<file path="src/rtl/dalm_pkg.sv">
package dalm_pkg;
  localparam int NUM_AL   = 2;
  localparam int FIELDS   = 4;   // sec, min, hour, day/date
  localparam int BYTE_W   = 8;
  localparam int A2_BASE  = 4;
  localparam int CTRL_ADR = 7;
  localparam int FLAG_ADR = 8;

  // Register address of field f of alarm i (alarm 1 has no seconds field).
  function automatic int unsigned fld_addr(input int i, input int f);
    return (i == 0) ? f : (A2_BASE + f - 1);
  endfunction

  // Plain field: bit 7 masks, bits 6..0 must equal the whole time byte.
  function automatic logic field_hit(input logic [BYTE_W-1:0] al,
                                     input logic [BYTE_W-1:0] tv);
    return al[7] | ({1'b0, al[6:0]} == tv);
  endfunction

  // Day/date field: bit 6 selects day of week, bits 5..0 hold the value.
  function automatic logic dd_hit(input logic [BYTE_W-1:0] al,
                                  input logic [BYTE_W-1:0] day,
                                  input logic [BYTE_W-1:0] date);
    logic [BYTE_W-1:0] tgt;
    tgt = al[6] ? day : date;
    return al[7] | ({2'b00, al[5:0]} == tgt);
  endfunction
endpackage

</file>
<file path="src/rtl/alarm_match.sv">
module alarm_match
  import dalm_pkg::*;
(
  input  logic              clk,
  input  logic              rst_n,
  input  logic [BYTE_W-1:0] al_sec,
  input  logic [BYTE_W-1:0] al_min,
  input  logic [BYTE_W-1:0] al_hour,
  input  logic [BYTE_W-1:0] al_dd,
  input  logic [BYTE_W-1:0] t_sec,
  input  logic [BYTE_W-1:0] t_min,
  input  logic [BYTE_W-1:0] t_hour,
  input  logic [BYTE_W-1:0] t_day,
  input  logic [BYTE_W-1:0] t_date,
  output logic              hit_o
);
  logic sec_ok, min_ok, hour_ok, dd_ok;

  always_comb begin
    sec_ok  = field_hit(al_sec, t_sec);
    min_ok  = field_hit(al_min, t_min);
    hour_ok = field_hit(al_hour, t_hour);
    dd_ok   = dd_hit(al_dd, t_day, t_date);
    hit_o   = sec_ok & min_ok & hour_ok & dd_ok;
  end

  // every field masked means a hit whatever the time says
  p_all_masked_r2: assert property (@(posedge clk) disable iff (!rst_n)
    (al_sec[7] && al_min[7] && al_hour[7] && al_dd[7]) |-> hit_o);
endmodule

</file>
<file path="src/rtl/alarm_flag.sv">
module alarm_flag (
  input  logic clk,
  input  logic rst_n,
  input  logic set_i,
  input  logic clr_i,
  output logic flag_o
);
  always_ff @(posedge clk) begin
    if (!rst_n)     flag_o <= 1'b0;
    else if (set_i) flag_o <= 1'b1;   // a hit beats a clear
    else if (clr_i) flag_o <= 1'b0;
  end

  p_rise_needs_set_r7: assert property (@(posedge clk) disable iff (!rst_n)
    $rose(flag_o) |-> $past(set_i));
  p_set_wins_r9: assert property (@(posedge clk) disable iff (!rst_n)
    set_i |=> flag_o);
  p_clear_r8: assert property (@(posedge clk) disable iff (!rst_n)
    (clr_i && !set_i) |=> !flag_o);
  p_hold_r8: assert property (@(posedge clk) disable iff (!rst_n)
    (!clr_i && !set_i) |=> $stable(flag_o));
endmodule

</file>
<file path="src/rtl/dual_alarm_unit.sv">
module dual_alarm_unit
  import dalm_pkg::*;
#(
  parameter int ADDR_W = 4
) (
  input  logic              clk,
  input  logic              rst_n,
  input  logic              sec_tick,
  input  logic [BYTE_W-1:0] t_sec,
  input  logic [BYTE_W-1:0] t_min,
  input  logic [BYTE_W-1:0] t_hour,
  input  logic [BYTE_W-1:0] t_day,
  input  logic [BYTE_W-1:0] t_date,
  input  logic              wr_en,
  input  logic [ADDR_W-1:0] wr_addr,
  input  logic [BYTE_W-1:0] wr_data,
  input  logic              sq_1hz,
  output logic [NUM_AL-1:0] alarm_flag,
  output logic              irq_sqw_n
);
  localparam logic [ADDR_W-1:0] CTRL_A = ADDR_W'(CTRL_ADR);
  localparam logic [ADDR_W-1:0] FLAG_A = ADDR_W'(FLAG_ADR);

  logic [BYTE_W-1:0] al_q [NUM_AL][FIELDS];
  logic              mode_irq_q;
  logic [NUM_AL-1:0] ie_q;
  logic [NUM_AL-1:0] hit, set_ev, clr_ev;
  logic              flag_wr, irq_req;

  // Alarm byte registers; the second alarm's seconds byte is a fixed 00.
  for (genvar i = 0; i < NUM_AL; i++) begin : g_al
    for (genvar f = 0; f < FIELDS; f++) begin : g_fld
      if (i == 1 && f == 0) begin : g_fix
        assign al_q[i][f] = '0;
      end else begin : g_reg
        localparam logic [ADDR_W-1:0] FA = ADDR_W'(fld_addr(i, f));
        always_ff @(posedge clk) begin
          if (!rst_n)                     al_q[i][f] <= '0;
          else if (wr_en && wr_addr == FA) al_q[i][f] <= wr_data;
        end
      end
    end
  end

  always_ff @(posedge clk) begin
    if (!rst_n) begin
      mode_irq_q <= 1'b1;
      ie_q       <= '0;
    end else if (wr_en && wr_addr == CTRL_A) begin
      mode_irq_q <= wr_data[2];
      ie_q       <= wr_data[1:0];
    end
  end

  assign flag_wr = wr_en && (wr_addr == FLAG_A);

  for (genvar i = 0; i < NUM_AL; i++) begin : g_unit
    alarm_match u_match (
      .clk    (clk),
      .rst_n  (rst_n),
      .al_sec (al_q[i][0]),
      .al_min (al_q[i][1]),
      .al_hour(al_q[i][2]),
      .al_dd  (al_q[i][3]),
      .t_sec  (t_sec),
      .t_min  (t_min),
      .t_hour (t_hour),
      .t_day  (t_day),
      .t_date (t_date),
      .hit_o  (hit[i])
    );
    assign set_ev[i] = sec_tick & hit[i];
    assign clr_ev[i] = flag_wr & ~wr_data[i];
    alarm_flag u_flag (
      .clk   (clk),
      .rst_n (rst_n),
      .set_i (set_ev[i]),
      .clr_i (clr_ev[i]),
      .flag_o(alarm_flag[i])
    );
  end

  assign irq_req   = |(alarm_flag & ie_q);
  assign irq_sqw_n = mode_irq_q ? ~irq_req : sq_1hz;

  // no new flag appears after a cycle without the update strobe
  p_no_set_without_tick_r7: assert property (@(posedge clk) disable iff (!rst_n)
    !sec_tick |=> ((alarm_flag & ~$past(alarm_flag)) == '0));
  // the second alarm never sets on a nonzero seconds value
  p_a2_sec_zero_r6: assert property (@(posedge clk) disable iff (!rst_n)
    (sec_tick && t_sec != '0 && !alarm_flag[1]) |=> !alarm_flag[1]);
  // with no enables in interrupt mode the line stays released
  p_quiet_r10: assert property (@(posedge clk) disable iff (!rst_n)
    (mode_irq_q && ie_q == '0) |-> irq_sqw_n);
endmodule

</file>
<file path="config.mk">
export PLATFORM = sky130hd
export DESIGN_NAME = dual_alarm_unit
export DESIGN_NICKNAME = d
export VERILOG_FILES = /design/src/rtl/dalm_pkg.sv /design/src/rtl/alarm_match.sv /design/src/rtl/alarm_flag.sv /design/src/rtl/dual_alarm_unit.sv
export SDC_FILE = /design/constraint.sdc
export NUM_CORES = 1
export LEC_CHECK = 0
export BUFFER_PORTS_ARGS = -buffer_cell sky130_fd_sc_hd__buf_2
export CELL_PAD_IN_SITES_DETAIL_PLACEMENT = 1
export CELL_PAD_IN_SITES_GLOBAL_PLACEMENT = 1
export CORE_AREA = 2 2 90 92
export CTS_CLUSTER_SIZE = 12
export DETAILED_ROUTE_END_ITERATION = 6
export DIE_AREA = 0 0 92 94
export PLACE_DENSITY = 0.77
export SKIP_CTS_REPAIR_TIMING = 1
export SLEW_MARGIN = 40
export SYNTH_ARGS = -nofsm -noshare
export SYNTH_HDL_FRONTEND = slang
export SYNTH_SLANG_ARGS = --single-unit
</file>
<file path="constraint.sdc">
create_clock -name clk -period 1.95 [get_ports clk]
set_clock_uncertainty 0.05 [all_clocks]
set_input_delay 0.0975 -clock clk [delete_from_list [all_inputs] [get_ports clk]]
set_output_delay 0.0975 -clock clk [all_outputs]
set_load 0.01 [all_outputs]
</file>
==> results of run 1 <==
tightest hold or removal path: cells and delay by family:
family                 cells  cell delay, ns
buffers and inverters      1            0.13
AO/OA/AOI/OAI              2            0.15
Yosys cell counts, drive strengths merged:
cell type   n  area (um2)
o21ai       7        35.0
nand3      17        85.1
nor3b       1        7.51
xnor2      12         105
nand2      26        97.6
mux2i      52         521
a21boi     18         135
clkbuf     13        48.8
a22oi       1        7.51
o211ai      3        22.5
a41oi       2        17.5
nand3b      1        7.51
or2         1        6.26
dfxtp      61        1220
nor4       13        87.6
nand4       2        12.5
mux2        1        11.3
xor2       35         307
o41ai       2        25.0
buf         6        41.3
a21oi       4        20.0
nand2b      1        6.26
nor2        7        31.3
nor2b      41         257
power breakdown:
part / internal, W / switching, W
Clock: 0.000453 / 0.000494
Combinational: 0.000125 / 0.000154
Sequential: 0.00126 / 0.0000115
flip-flops by register name (all words and copies together), names as in the netlist:
register              cells
g_unit.u_flag.flag_o      2
al_q                     56
mode_irq_q                1
ie_q                      2
area by class of cell:
type	count	area [um2]	share of cell area [%]
well taps	102	128	3.47
multi-input cells	247	1800	49.1
flip-flops and latches	61	1220	33.2
clock buffers	11	131	3.58
clock inverters	5	27.5	0.749
repair buffers	68	363	9.87
logic make-up after synthesis:
logic type / after synthesis / share of synthesized area (%)
muxes: 53 / 17.1
DFF: 61 / 39.2
and+or+nand+nor: 110 / 19.2
AOI/OAI and AO/OA: 37 / 8.43
xor gates and xnor gates: 47 / 13.2
buffers and inverters: 19 / 2.89
layer usage:
metal	share of wire, %	up-vias
li1	-	1245
met1	48	1224
met2	47	50
met3	3.1	11
met4	1.7	0
met5	0	-
placed cells by master (no fill, tap or decap):
master,instances
clkinv_2,4
xnor2_1,12
or2_2,1
nor4_1,12
nand3b_1,1
a21boi_0,18
a41oi_1,2
nor2b_1,41
mux2_2,1
nor2_1,5
nand2_1,26
o211ai_1,3
mux2i_1,52
nor2_2,2
xor2_1,35
o21ai_0,7
nor3b_1,1
clkbuf_8,9
o41ai_2,1
buf_2,59
a22oi_1,1
a21oi_1,4
buf_4,9
dfxtp_1,61
nor4_2,1
nand4_1,2
o41ai_1,1
clkinvlp_4,1
nand3_1,17
clkbuf_1,2
nand2b_1,1
stage by stage:
step / hold WS, ns / power [W] / cell area [um2] / setup slack (ns)
after global placement: 0.376 / 0.00158 / 3520 / 0.280
after CTS: 0.0366 / 0.00253 / 3670 / 0.154
after floorplan: 0.204 / 0.00144 / 3120 / 0.363
after detailed placement: 0.378 / 0.00158 / 3520 / 0.165
final: 0.0455 / 0.00250 / 3670 / 0.174
after global routing: 0.0502 / 0.00261 / 3670 / 0.0206
worst min path at each step:
stage          startpoint                      end  slack [ns]  depth (start not counted)
2_1_floorplan  wr_data[7]                 al_q[23]        0.20                          2
3_3_place_gp        rst_n               mode_irq_q        0.38                          2
3_5_place_dp        rst_n               mode_irq_q        0.38                          2
4_1_cts             rst_n               mode_irq_q        0.04                          2
5_1_grt          sec_tick  g_unit[0].u_flag.flag_o        0.05                          3
6_report         sec_tick  g_unit[0].u_flag.flag_o        0.05                          3
==> flow_summary_export.csv, run 1 <==
group,metric,value,unit
run_status,status,"completed",
route,vias,2530,
critical_path,worstSetupStartpointType,"flip-flop",
finish,instances_no_fill,494,
critical_path,r2r_start,"al_q[6]",
critical_path,timing.rr.end,"g_unit[1].u_flag.flag_o",
finish,n_fill_cell,929,
die,start_util,41.0,%
critical_path,critPathBufInv,1,
global_route,antenna_found_initial,0,
place,place_congestion,0.804,
global_route,grt.busiest_layer,"met2",
die,die_height,94,um
sta,hold_viol,0,
synthesis,synth_cell_types,29,
sta,setup_viol,0,
synthesis,synthCells,327,
critical_path,cp.required,2.14,ns
sta,fin_crit,1.78,ns
route,vias_per_cell,5.12,
place,io_buffers,59,
die,core_region_area,7610,um2
route,drc,0,
finish,final_core_utilization,48.3,%
clock_network,cts_buffers,9,
sta,worst_slew_pin_slew,0.538,ns
route,drtPass1Iterations,4,
synthesis,yosysWarnings,0,
clock_network,htreeDepth,3,
sta,max_slew_margin,64.1,%
hold_path,hold_path_class,"in -> reg",
critical_path,arrival,1.97,ns
global_route,grt_pass1_wl,13500,um
route,drt_iter0_drc,78,
critical_path,endpoint_kind,"flip-flop",
route,routed_wl,8220,um
clock_network,insertion_delay,0.33,ns
critical_path,cp-endpoint,"g_unit[1].u_flag.flag_o",
finish,layout.nets,444,
finish,syn2layout_area_growth,18.0,%
critical_path,crit_chain,"buf_4 > mux2i_1 > xnor2_1 > nor4_2 > a41oi_1 > o41ai_2",
global_route,grt_start_max_net_pins,28,
place,hpwl,6130,um
synthesis,syn-cell-area,3120,um2
global_route,grt_overflow,0,
critical_path,crit_start,"al_q[6]",
clock_network,cts_root_buf,"clkbuf_8",
die,rows,32,
finish,drive_gt1_share,22.4,%
critical_path,path_max_fanout,5,
global_route,grt_pass1_vias,2688,
synthesis,ys_seq_elements,61,
synthesis,yosysSeqAreaShare,39.2,%
run,drv_cap,0,
critical_path,cp_slowest_stage_delay,0.44,ns
clock_network,cts.sinks,61,
sta,fmax,563,MHz
clock_network,cts_tree,"built",
die,die_w,92,um
synthesis,syn-num-nets,384,
sta,rsz0062_at_grt,"false",
sta,finalSetupTns,0,ns
critical_path,r2r_cells,6,
critical_path,cpLargestDelayFamily,"compound AO/OA/AOI/OAI gates",
power,power.leakage,1.46,nW
route,wl_per_cell,16.6,um
global_route,met2_usage,33.4,%
route,ant_nets,0,
critical_path,reg2reg_slack,0.17,ns
critical_path,worstSetupPathType,"reg -> reg",
finish,diodes,0,
power,ir_drop,305,uV
critical_path,slowest_stage,"dfxtp_1",
sta,drv_slew,0,
place,dp_cells,478,
global_route,gr-usage-met1,26.7,%
die,floorplan.die_area,8650,um2
clock_network,clkSlewWorstSetupHoldPaths,0.07,ns
synthesis,synth_area_per_cell,9.53,um2
global_route,use_met3,3.69,%
clock_network,clk_path_buf_depth,2,
sta,timing.final.crit_share,91.1,%
power,cellPowerDensity,680,nW/um2
critical_path,path_depth,6,
global_route,grt_util_all_layers,20.5,%
die,io_pins,60,
Power figures use the tool's default switching activity.
==> inputs of run 2 (changes only) <==
--- a/config.mk
+++ b/config.mk
@@ -8,11 +8,11 @@
 export BUFFER_PORTS_ARGS = -buffer_cell sky130_fd_sc_hd__buf_2
 export CELL_PAD_IN_SITES_DETAIL_PLACEMENT = 1
 export CELL_PAD_IN_SITES_GLOBAL_PLACEMENT = 1
-export CORE_AREA = 2 2 90 92
+export CORE_AREA = 2 2 87 89
 export CTS_CLUSTER_SIZE = 12
 export DETAILED_ROUTE_END_ITERATION = 6
-export DIE_AREA = 0 0 92 94
-export PLACE_DENSITY = 0.77
+export DIE_AREA = 0 0 89 91
+export PLACE_DENSITY = 0.82
 export SKIP_CTS_REPAIR_TIMING = 1
 export SLEW_MARGIN = 40
 export SYNTH_ARGS = -nofsm -noshare
==> constraint.sdc (replaced) <==
create_clock -name clk -period 2.2 [get_ports clk]
set_clock_uncertainty 0.05 [all_clocks]
set_input_delay 0.11 -clock clk [delete_from_list [all_inputs] [get_ports clk]]
set_output_delay 0.11 -clock clk [all_outputs]
set_load 0.01 [all_outputs]
==> flow_summary_export.csv, run 2 (synthesized netlist as in run 1, its figures left out) <==
group,metric,value,unit
run_status,status,"completed",
finish,final_common_cell,"dfxtp_1",
critical_path,r2r_cells,5,
route,vias,2570,
clock_network,cts.sinks,61,
sta,rsz0062_at_grt,"false",
global_route,gr-usage-met1,27.8,%
finish,largest_reg_flops,56,
power,cellPowerDensity,644,nW/um2
hold_path,hp-start,"rst_n",
place,place_area,3490,um2
clock_network,insertion_delay,0.34,ns
route,ant_nets,0,
global_route,antenna_found_initial,0,
sta,drv_slew,0,
hold_path,hold_path_class,"in -> reg",
clock_network,clk_path_buf_depth,2,
finish,fin_area,3680,um2
route,drc,0,
route,routed_wl,8660,um
die,floorplan.die_area,8100,um2
hold_path,hold_depth,2,
sta,timing.final.crit_share,88.7,%
place,dp_cells,472,
finish,final_core_utilization,51.6,%
sta,setup_viol,0,
critical_path,r2r_start,"al_q[6]",
finish,syn2layout_area_growth,18.2,%
finish,layout_common_cells,"61 x dfxtp_1, 59 x buf_2, 52 x mux2i_1",
hold_path,min_delay_worst_endpoint,"al_q[63]",
sta,fin_crit,1.95,ns
global_route,met2_usage,37.4,%
place,place_congestion,0.813,
global_route,grt_start_max_net_pins,35,
die,core_region_area,7140,um2
finish,diodes,0,
global_route,grt_pass1_vias,2674,
place,io_buffers,59,
finish,regMostFlops,"al_q",
clock_network,cts_tree,"built",
die,rows,31,
critical_path,worstSetupPathType,"reg -> reg",
place,place_ws,0.291,ns
sta,fmax,512,MHz
critical_path,endpoint_kind,"flip-flop",
die,start_util,43.7,%
route,drtPass1Iterations,4,
place,hpwl,6260,um
clock_network,cts_root_buf,"clkbuf_8",
critical_path,worstSetupStartpointType,"flip-flop",
critical_path,cp.required,2.40,ns
global_route,grt_overflow,0,
finish,multi_input_area,1800,um2
die,die_height,91,um
global_route,grt_util_all_layers,22.4,%
critical_path,reg2reg_slack,0.25,ns
finish,reg_top3,"al_q: 56 flops, g_unit.u_flag.flag_o: 2 flops, ie_q: 2 flops",
finish,instances_no_fill,488,
route,vias_per_cell,5.27,
finish,drive_gt1_share,22.1,%
sta,hold_viol,0,
run,drv_cap,0,
finish,n_fill_cell,856,
global_route,grt_pass1_wl,13700,um
route,wl_per_cell,17.7,um
critical_path,path_max_fanout,9,
global_route,grt.busiest_layer,"met2",
clock_network,cts_buffers,9,
clock_network,htreeDepth,3,
power,ir_drop,339,uV
sta,finalSetupTns,0,ns
finish,layout.nets,441,
sta,worst_slew_pin_slew,0.590,ns
power,power.leakage,1.47,nW
die,die_w,89,um
critical_path,arrival,2.15,ns
sta,max_slew_margin,60.6,%
sta,timing.final.ws_setup,0.248,ns
finish,seq_area,1220,um2
route,drt_iter0_drc,83,
die,io_pins,60,
global_route,use_met3,3.45,%
clock_network,clkSlewWorstSetupHoldPaths,0.08,ns
critical_path,timing.rr.end,"g_unit[1].u_flag.flag_o",
[run 2: changes by cell type in the layout (fill, tap and decap cells not counted), sizes merged]
cell      before  now
clkinvlp       1    0
bufinv         0    1
buf           68   65
[run 2: cell type report]
class | instances | area share [%]
clock inverters | 5 | 1.36
well taps | 99 | 3.37
repair buffers | 65 | 9.25
multi-input cells | 247 | 49.0
flip-flops and latches | 61 | 33.2
clock buffers | 11 | 3.84
[run 2: critical path: stages (launching register included)]
cell and delay [ns]:
dfxtp_1 0.56, mux2i_1 0.28, xnor2_1 0.11, nor4_2 0.32, a41oi_1 0.19, o41ai_2 0.34
[run 2: through the flow]
stage	hold slack [ns]	power (W)
CTS	0.0615	0.00239
floorplan	0.216	0.00128
global placement	0.404	0.00139
global route	0.0630	0.00247
detailed placement	0.421	0.00140
finish	0.0676	0.00237
[run 2: layer usage]
| layer | vias to the layer above | share of wire (%) |
|---|---|---|
| met2 | 62 | 50 |
| li1 | 1236 | - |
| met5 | - | 0 |
| met4 | 0 | 2.9 |
| met3 | 20 | 3.2 |
| met1 | 1252 | 44 |
[run 2: worst max-delay path by stage]
stage	startpoint	to	slack, ns	cells past startpoint
floorplan	al_q[6]	g_unit[1].u_flag.flag_o	0.61	6
global placement	al_q[6]	g_unit[1].u_flag.flag_o	0.42	5
detailed placement	al_q[6]	g_unit[1].u_flag.flag_o	0.29	5
CTS	al_q[6]	g_unit[1].u_flag.flag_o	0.25	5
global route	al_q[6]	g_unit[1].u_flag.flag_o	0.11	5
finish	al_q[6]	g_unit[1].u_flag.flag_o	0.25	5
[run 2: where the power goes]
group          leakage, nW  internal, W  total, W  switching [W]
registers            0.492      0.00112   0.00113      0.0000110
clock network        0.103     0.000547  0.000993       0.000446
logic                0.870     0.000110  0.000250       0.000140
==> inputs of run 3 (changes only) <==
--- a/config.mk
+++ b/config.mk
@@ -5,14 +5,15 @@
 export SDC_FILE = /design/constraint.sdc
 export NUM_CORES = 1
 export LEC_CHECK = 0
-export BUFFER_PORTS_ARGS = -buffer_cell sky130_fd_sc_hd__buf_2
 export CELL_PAD_IN_SITES_DETAIL_PLACEMENT = 1
 export CELL_PAD_IN_SITES_GLOBAL_PLACEMENT = 1
-export CORE_AREA = 2 2 87 89
+export CORE_AREA = 2 2 81 83
 export CTS_CLUSTER_SIZE = 12
 export DETAILED_ROUTE_END_ITERATION = 6
-export DIE_AREA = 0 0 89 91
-export PLACE_DENSITY = 0.82
+export DIE_AREA = 0 0 83 85
+export DONT_BUFFER_PORTS = 1
+export PLACE_DENSITY = 0.93
+export REMOVE_ABC_BUFFERS = 1
 export SKIP_CTS_REPAIR_TIMING = 1
 export SLEW_MARGIN = 40
 export SYNTH_ARGS = -nofsm -noshare
==> flow_summary_export.csv, run 3 (synthesized netlist as in run 1, its figures left out) <==
group,metric,value,unit
run_status,status,"completed",
global_route,grt_util_all_layers,24.3,%
power,power.leakage,1.26,nW
finish,final_common_cell,"dfxtp_1",
critical_path,cp.required,2.39,ns
critical_path,reg2reg_slack,0.25,ns
route,drtPass1Iterations,4,
global_route,grt_start_max_net_pins,64,
place,place_congestion,0.798,
finish,layout.nets,392,
route,drc,0,
critical_path,worstSetupPathType,"reg -> reg",
finish,syn2layout_area_growth,11.0,%
clock_network,htreeDepth,3,
route,wl_per_cell,21.2,um
die,io_pins,60,
die,start_util,50.2,%
critical_path,endpoint_kind,"flip-flop",
sta,rsz0062_at_grt,"false",
clock_network,cts_root_buf,"clkbuf_8",
route,ant_nets,0,
place,io_buffers,0,
route,vias,2440,
sta,drv_slew,0,
global_route,antenna_found_initial,0,
sta,fin_crit,1.95,ns
finish,fin_area,3460,um2
finish,regMostFlops,"al_q",
hold_path,hold_path_class,"in -> reg",
clock_network,cts_buffers,9,
global_route,grt_pass1_vias,2659,
die,die_height,85,um
sta,timing.final.crit_share,88.8,%
finish,diodes,0,
finish,instances_no_fill,416,
finish,largest_reg_flops,56,
sta,setup_viol,0,
finish,drive_gt1_share,7.08,%
clock_network,cts.sinks,61,
power,ir_drop,393,uV
hold_path,min_delay_worst_endpoint,"g_unit[1].u_flag.flag_o",
sta,hold_viol,0,
critical_path,path_max_fanout,9,
route,drt_iter0_drc,114,
run,drv_cap,0,
critical_path,r2r_cells,5,
finish,layout_common_cells,"61 x dfxtp_1, 52 x mux2i_1, 41 x nor2b_1",
route,routed_wl,8830,um
die,rows,29,
sta,whs,0.0102,ns
clock_network,insertion_delay,0.34,ns
die,die_w,83,um
hold_path,hold_depth,3,
hold_path,hp-start,"wr_addr[3]",
global_route,grt_pass1_wl,13400,um
place,hpwl,5730,um
die,floorplan.die_area,7060,um2
critical_path,worstSetupStartpointType,"flip-flop",
place,dp_cells,389,
die,core_region_area,6200,um2
route,vias_per_cell,5.87,
critical_path,r2r_start,"al_q[6]",
power,cellPowerDensity,648,nW/um2
sta,finalSetupTns,0,ns
sta,worst_slew_pin_slew,0.612,ns
clock_network,cts_tree,"built",
place,place_area,3150,um2
finish,reg_top3,"al_q: 56 flops, g_unit.u_flag.flag_o: 2 flops, ie_q: 2 flops",
clock_network,clk_path_buf_depth,2,
critical_path,timing.rr.end,"g_unit[1].u_flag.flag_o",
sta,fmax,512,MHz
critical_path,arrival,2.15,ns
clock_network,clkSlewWorstSetupHoldPaths,0.07,ns
sta,max_slew_margin,59.1,%
global_route,grt_overflow,0,
## run 3: cell type report
cell class,instances,area (um2)
fill,668,2750
tap,77,96.3
clock inverter,1,5.00
multi-input combinational,247,1800
sequential,61,1220
timing repair buffer,16,160
clock buffer,14,173
## run 3: worst max path at each step
stage                     startpoint                       to  slack [ns]  depth (start not counted)
after floorplan           wr_addr[2]                 al_q[10]        0.21                          4
after global placement       al_q[6]  g_unit[1].u_flag.flag_o        0.38                          5
after detailed placement     al_q[6]  g_unit[1].u_flag.flag_o        0.23                          5
after CTS                    al_q[6]  g_unit[1].u_flag.flag_o        0.20                          5
after global routing         al_q[6]  g_unit[1].u_flag.flag_o        0.11                          5
final                        al_q[6]  g_unit[1].u_flag.flag_o        0.25                          5
## run 3: routing by layer
metal  routed length, um  share of wire, %  global-route usage (%)
met4                 234               2.6                    11.2
met1                3680                42                    27.3
met3                 523               5.9                    7.10
met2                4390                50                    42.6
met5                   0                 0                       0
## run 3: power breakdown
group | internal [W] | switching [W] | leakage [nW] | total [W]
clock | 0.000494 | 0.000425 | 0.0926 | 0.000919
sequential | 0.00112 | 0.0000110 | 0.492 | 0.00113
combinational | 0.0000881 | 0.000107 | 0.676 | 0.000195
## run 3: worst max-delay path, stage by stage (launching register included)
cell	delay, ns
dfxtp_1	0.59
mux2i_1	0.27
xnor2_1	0.10
nor4_2	0.30
a41oi_1	0.19
o41ai_2	0.36
## run 3: through the flow
step	utilization (%)	total power, W	setup WS [ns]
global route	55.8	0.00231	0.113
floorplan	-	0.00126	0.207
detailed placement	50.8	0.00129	0.231
global placement	50.8	0.00128	0.384
finish	55.8	0.00224	0.246
CTS	53.7	0.00219	0.198
